===== config.mk =====
export PLATFORM = sky130hd
export DESIGN_NAME = chanDisasm
export DESIGN_NICKNAME = d
export VERILOG_FILES = /design/src/rtl/chan_pkg.sv /design/src/rtl/chanDatapath.sv /design/src/rtl/chanControl.sv /design/src/rtl/chanDisasm.sv
export SDC_FILE = /design/constraint.sdc
export NUM_CORES = 1
export LEC_CHECK = 0
export ABC_AREA = 1
export BUFFER_PORTS_ARGS = -buffer_cell sky130_fd_sc_hd__buf_2
export CORE_UTILIZATION = 50
export CTS_CLUSTER_DIAMETER = 40
export DETAILED_ROUTE_END_ITERATION = 8
export PLACE_DENSITY = 0.83
export SYNTH_ARGS = -nofsm -noshare
export SYNTH_HDL_FRONTEND = slang
export SYNTH_SLANG_ARGS = --single-unit

===== constraint.sdc =====
create_clock -name clk -period 2.74 [get_ports clk]
set_input_delay 0.822 -clock clk [delete_from_list [all_inputs] [get_ports clk]]
set_output_delay 0.822 -clock clk [all_outputs]
set_load 0.02 [all_outputs]

===== src/rtl/chan_pkg.sv =====
package chan_pkg;
  typedef struct packed {
    logic ldAddr;     // capture current/limit addresses
    logic ldWordMem;  // fill disassembly register from memory response
    logic ldWordBuf;  // fill disassembly register from prefetch buffer
    logic capNext;    // park an early response in the prefetch buffer
    logic incCur;     // step current address after last parcel
  } dpStrobe_t;
endpackage


===== src/rtl/chanDatapath.sv =====
module chanDatapath
  import chan_pkg::*;
#(
  parameter int ADDR_W   = 16,
  parameter int WORD_W   = 64,
  parameter int PARCEL_W = 16,
  parameter int GROUP_W  = 4,
  localparam int NPARCEL = WORD_W / PARCEL_W,
  localparam int NGROUP  = PARCEL_W / GROUP_W,
  localparam int IDX_W   = (NPARCEL > 1) ? $clog2(NPARCEL) : 1
) (
  input  logic                clk,
  input  logic                rstN,
  input  dpStrobe_t           strobe,
  input  logic [ADDR_W-1:0]   loadCur,
  input  logic [ADDR_W-1:0]   loadLim,
  input  logic [WORD_W-1:0]   memRspData,
  input  logic [IDX_W-1:0]    idx,
  output logic [ADDR_W-1:0]   curAddr,
  output logic [ADDR_W-1:0]   nextAddr,
  output logic                curAtLim,
  output logic                nextAtLim,
  output logic [PARCEL_W-1:0] parcel,
  output logic [NGROUP-1:0]   parity
);
  logic [ADDR_W-1:0]   limAddr;
  logic [WORD_W-1:0]   disReg;
  logic [WORD_W-1:0]   nextBuf;
  logic [PARCEL_W-1:0] slice [NPARCEL];

  assign nextAddr  = curAddr + ADDR_W'(1);
  assign curAtLim  = (curAddr == limAddr);
  assign nextAtLim = (nextAddr == limAddr);

  always_ff @(posedge clk or negedge rstN) begin
    if (!rstN) begin
      curAddr <= '0;
      limAddr <= '0;
    end else if (strobe.ldAddr) begin
      curAddr <= loadCur;
      limAddr <= loadLim;
    end else if (strobe.incCur) begin
      curAddr <= nextAddr;
    end
  end

  always_ff @(posedge clk or negedge rstN) begin
    if (!rstN) begin
      disReg  <= '0;
      nextBuf <= '0;
    end else begin
      if (strobe.ldWordMem)      disReg <= memRspData;
      else if (strobe.ldWordBuf) disReg <= nextBuf;
      if (strobe.capNext)        nextBuf <= memRspData;
    end
  end

  // parcel 0 is the most significant slice of the word
  for (genvar k = 0; k < NPARCEL; k++) begin : g_slice
    assign slice[k] = disReg[WORD_W-1-k*PARCEL_W -: PARCEL_W];
  end

  assign parcel = slice[idx];

  for (genvar g = 0; g < NGROUP; g++) begin : g_par
    assign parity[g] = ~^parcel[g*GROUP_W +: GROUP_W];
  end
endmodule


===== src/rtl/chanControl.sv =====
module chanControl
  import chan_pkg::*;
#(
  parameter int WORD_W   = 64,
  parameter int PARCEL_W = 16,
  localparam int NPARCEL = WORD_W / PARCEL_W,
  localparam int IDX_W   = (NPARCEL > 1) ? $clog2(NPARCEL) : 1
) (
  input  logic             clk,
  input  logic             rstN,
  input  logic             masterClr,
  input  logic             loadAddr,
  input  logic             start,
  input  logic             resume,
  input  logic             curAtLim,
  input  logic             nextAtLim,
  input  logic             memRspValid,
  output dpStrobe_t        strobe,
  output logic [IDX_W-1:0] idx,
  output logic             memReq,
  output logic             reqNext,
  output logic             ready,
  output logic             disc
);
  localparam logic [IDX_W-1:0] LAST_IDX = IDX_W'(NPARCEL - 1);
  localparam logic [IDX_W-1:0] PF_IDX   = IDX_W'((NPARCEL > 1) ? NPARCEL - 2 : 0);

  typedef enum logic [1:0] {IDLE, WAIT, SEND, DISC} state_t;
  state_t state;
  logic   pfIssued, nextValid;
  logic   lastHs, firstReq, pfReq;

  assign lastHs   = (state == SEND) && resume && (idx == LAST_IDX);
  assign firstReq = (state == IDLE) && start && !curAtLim;
  assign pfReq    = (state == SEND) && (idx >= PF_IDX) && !pfIssued && !nextAtLim;

  always_comb begin
    memReq           = !masterClr && (firstReq || pfReq);
    reqNext          = pfReq;
    strobe           = '0;
    if (!masterClr) begin
      strobe.ldAddr    = (state == IDLE) && loadAddr;
      strobe.incCur    = lastHs;
      strobe.ldWordMem = memRspValid && ((state == WAIT) || (lastHs && !nextValid));
      strobe.ldWordBuf = lastHs && nextValid;
      strobe.capNext   = memRspValid && (state == SEND) && !lastHs;
    end
  end

  assign ready = (state == SEND);
  assign disc  = (state == DISC);

  always_ff @(posedge clk or negedge rstN) begin
    if (!rstN) begin
      state     <= IDLE;
      idx       <= '0;
      pfIssued  <= 1'b0;
      nextValid <= 1'b0;
    end else if (masterClr) begin
      state     <= IDLE;
      idx       <= '0;
      pfIssued  <= 1'b0;
      nextValid <= 1'b0;
    end else begin
      unique case (state)
        IDLE: if (start) state <= curAtLim ? DISC : WAIT;
        WAIT: if (memRspValid) begin
          state    <= SEND;
          idx      <= '0;
          pfIssued <= 1'b0;
        end
        SEND: begin
          if (pfReq)        pfIssued  <= 1'b1;
          if (strobe.capNext) nextValid <= 1'b1;
          if (resume) begin
            if (idx == LAST_IDX) begin
              idx       <= '0;
              pfIssued  <= 1'b0;
              nextValid <= 1'b0;
              if (nextAtLim)                     state <= DISC;
              else if (nextValid || memRspValid) state <= SEND;
              else                               state <= WAIT;
            end else begin
              idx <= idx + IDX_W'(1);
            end
          end
        end
        DISC: state <= IDLE;
        default: state <= IDLE;
      endcase
    end
  end


  hold_parcel_chk: assert property (@(posedge clk) disable iff (!rstN)
    (ready && !resume && !masterClr) |=> (ready && $stable(idx)));

  disc_pulse_chk: assert property (@(posedge clk) disable iff (!rstN)
    disc |=> !disc);

  mclr_idle_chk: assert property (@(posedge clk) disable iff (!rstN)
    masterClr |=> (!ready && !disc));

  one_req_chk: assert property (@(posedge clk) disable iff (!rstN)
    memReq |=> !memReq);
endmodule


===== src/rtl/chanDisasm.sv =====
module chanDisasm
  import chan_pkg::*;
#(
  parameter int ADDR_W   = 16,
  parameter int WORD_W   = 64,
  parameter int PARCEL_W = 16,
  localparam int GROUP_W = 4,
  localparam int NGROUP  = PARCEL_W / GROUP_W,
  localparam int NPARCEL = WORD_W / PARCEL_W,
  localparam int IDX_W   = (NPARCEL > 1) ? $clog2(NPARCEL) : 1
) (
  input  logic                clk,
  input  logic                rstN,
  input  logic                masterClr,
  input  logic                loadAddr,
  input  logic [ADDR_W-1:0]   loadCur,
  input  logic [ADDR_W-1:0]   loadLim,
  input  logic                start,
  output logic                memReq,
  output logic [ADDR_W-1:0]   memAddr,
  input  logic                memRspValid,
  input  logic [WORD_W-1:0]   memRspData,
  output logic [PARCEL_W-1:0] chData,
  output logic [NGROUP-1:0]   chParity,
  output logic                chReady,
  input  logic                chResume,
  output logic                chDisc
);
  dpStrobe_t         strobe;
  logic [IDX_W-1:0]  idx;
  logic [ADDR_W-1:0] curAddr, nextAddr;
  logic              curAtLim, nextAtLim, reqNext;

  chanControl #(.WORD_W(WORD_W), .PARCEL_W(PARCEL_W)) u_ctl (
    .clk, .rstN, .masterClr, .loadAddr, .start,
    .resume(chResume), .curAtLim, .nextAtLim, .memRspValid,
    .strobe, .idx, .memReq, .reqNext, .ready(chReady), .disc(chDisc)
  );

  chanDatapath #(.ADDR_W(ADDR_W), .WORD_W(WORD_W), .PARCEL_W(PARCEL_W),
                 .GROUP_W(GROUP_W)) u_dp (
    .clk, .rstN, .strobe, .loadCur, .loadLim, .memRspData, .idx,
    .curAddr, .nextAddr, .curAtLim, .nextAtLim,
    .parcel(chData), .parity(chParity)
  );

  assign memAddr = reqNext ? nextAddr : curAddr;


  data_stable_chk: assert property (@(posedge clk) disable iff (!rstN)
    (chReady && !chResume && !masterClr) |=> ($stable(chData) && $stable(chParity)));
endmodule


==> summary.txt <==
GRT Resource Usage Total: 0.326
R2R Path End: u_dp.curAddr[5]
Hold WC Path Type: input pin to async pin
CTS buffer count: 17
Post-DRT Antenna Nets: 0
Synth unique cells: 40
Rel. slew slack: 0.579
R2R Path Start: u_ctl.idx[0]
Core area: 0.0172 mm²
Synth warn: 0
Period utilization: 1.24
Synth Cell Area: 0.00882 mm²
CTS root buffer: clkbuf_16
CP Class: register to primary output
Largest net degree at the start of global routing: 99
PortBufs: 141
Area of the multi-input gates: 0.00461 mm²
Antenna violations before repair: 1
Final WS setup: -0.664 ns
Fin nets: 1,418
Fmax: 294 MHz
Total congestion overflow: 0
Area leader, netlist: dfrtp_1
Post-synth EDFFs: 0
CTS tree: yes
Syn nets: 1,202
Clock skew: 0.0128 ns
Lkg Pwr: 5.77 nW
Post-DR wirelength/cell: 19.6 µm
WL final: 30,300 µm
Least-Margin Pin Slew: 0.632 ns
DP Cell Count: 1,485
I/O Pins: 142
Power Density: 1260 mW/mm²
Top fanout value on the critical path: 7
Synth Register Bits: 166
Clk Latency, worst-skew pair: 0.43 ns
Critical path endpoint category: primary output
Global-route wire length before repair: 45,200 µm
Worst reg-to-reg setup slack: 0.23 ns
CTS max path bufs: 2
Vias in the first global route: 8,850
Area share of the largest cell type after synthesis: 0.471
Layout cells sized above 1: 0.334
Outcome: complete, but fails checks
# DRC: 0
Iter 0 DRT Violations: 1,098
Final setup viols: 21
Routability cong.: 0.897
Die Y: 135 µm
H-tree Lvls: 4
Mean Syn Cell Area: 8.05 µm²
Setup TNS: -11.41 ns
Final hold vios: 0
Reg area: 0.00416 mm²
Die X: 135 µm
Predominant post-synthesis flop cell: dfrtp_1
Initial Util: 0.512
Peak supply drop: 0.000741 V
Final HPWL DP: 18,900 µm
RSZ-0062 raised after global routing: true
Fill cells: 1,194
Sequential-to-total area share from yosys stat: 0.471
Crit path launch: u_dp.curAddr[7]
Synth async-reset ratio: 1.00
Cell Rows: 48
Critical path startpoint category: register
Via Count: 9,190
Area delta synth->final: 37.0%
Failing checks: negative setup slack
Required @ worst endpoint: 1.92 ns
Fin cells: 1,551
Synth area leaders: dfrtp_1 (47%), nand2_1 (9.7%), nand3_1 (7.3%), o211ai_1 (6.3%), o21ai_0 (4.8%)
Vias per cell: 5.93
Die Area: 0.0182 mm²
Clk pin slew, worst setup/hold paths: 0.07 ns
Post-Syn Instances: 1,096
Final total power: 15.2 mW
Max Cap Violations: 0
Slew Viols, Final: 0
Worst endpoint data arrival time: 2.58 ns
Tmin final: 3.40 ns
R2R depth: 10
Clock sinks: 166
Pre-Repair DR Iteration Count: 6
==> metrics by stage <==
stage	utilization	cell area, µm²	setup slack (ns)	hold WS [ns]
4_1_cts	0.675	11600	-0.639	0.361
5_1_grt	0.701	12100	-0.808	0.378
2_1_floorplan	-	8970	-0.0213	0.454
3_3_place_gp	0.608	10500	-0.268	0.466
6_report	0.701	12100	-0.664	0.345
3_5_place_dp	0.608	10500	-0.302	0.473
==> worst max-delay path by stage <==
stage | endpoint | slack [ns]
global route | memAddr[3] | -0.81
CTS | memAddr[14] | -0.64
global placement | memAddr[12] | -0.27
finish | memAddr[15] | -0.66
detailed placement | memAddr[1] | -0.30
floorplan | memAddr[3] | -0.02
==> cells in the mapped netlist, types with 13 or more instances <==
cell type  instances
clkbuf_1          46
dfrtp_1          166
buf_2             16
o22ai_1           18
nor2_1            77
nand2_1          228
inv_1            108
o21ai_2           13
o211ai_1          74
o21ai_0           84
xor2_1            28
a21oi_1           20
nand3_1          129
==> state kept, by name (all words and copies together) (netlist names) <==
register	cells
u_dp.disReg	64
u_ctl.state	2
u_ctl.pfIssued	1
u_ctl.idx	2
u_dp.curAddr	16
u_ctl.nextValid	1
u_dp.nextBuf	64
u_dp.limAddr	16
==> critical path, cell delays in order, from the launching register on <==
cell and delay [ns]:
dfrtp_2 0.45, nand2_1 0.14, nor2_4 0.20, nand4_1 0.19, nand2_2 0.14, nand2_1 0.06
nor2_2 0.13, nand2_2 0.08, nor2_4 0.16, nand2_8 0.12, nand2_8 0.13, buf_6 0.13
o21ai_2 0.06, buf_6 0.14
==> area by class of cell <==
class | count | share of cell area
multi-input cells | 749 | 0.381
inverters | 116 | 0.0364
flip-flops and latches | 166 | 0.344
diodes | 1 | 0.000207
repair buffers | 262 | 0.165
clock inverters | 13 | 0.0120
clock buffers | 19 | 0.0375
well taps | 225 | 0.0233
==> cells by family after synthesis <==
| kind of cell | count (synthesis) | synth area share |
|---|---|---|
| flops | 166 | 0.471 |
| fa+ha+maj | 3 | 0.00426 |
| xor+xnor | 37 | 0.0367 |
| buf+inv | 184 | 0.0842 |
| compound gates | 230 | 0.164 |
| simple gates | 476 | 0.240 |
==> power breakdown <==
part           internal (mW)  leakage [nW]  switching (mW)  total, mW
clock                   1.33         0.284            1.10       2.43
sequential              3.61          2.04            1.02       4.64
combinational           3.55          3.45            4.56       8.11
==> metal layers <==
metal / vias to the layer above / routed length [µm] / global-route usage
met5: - / 0 / 0
li1: 4105 / - / -
met3: 154 / 2710 / 0.0728
met2: 568 / 14400 / 0.530
met1: 4363 / 11600 / 0.410
met4: 0 / 1650 / 0.162
==> cell usage in the layout (no fill, tap or decap), drive strengths merged, types with 2 or more instances in the layout <==
master / count
buf: 261
nand2: 239
dfrtp: 166
nand3: 131
inv: 118
o21ai: 107
nor2: 89
o211ai: 74
xor2: 28
a21oi: 22
clkbuf: 20
o22ai: 18
nand4: 10
xnor2: 9
clkinv: 7
nor3: 6
o221ai: 5
clkinvlp: 3
ha: 3
or2: 2
==> what timing repair did <==
action                     CTS  global route
resized for setup          111            91
pin swaps                   28            43
cloned                       7             1
hold buffers                 0             0
buffers inserted            15            13
setup endpoints to repair   27            21
(Power assumes the default switching activity.)
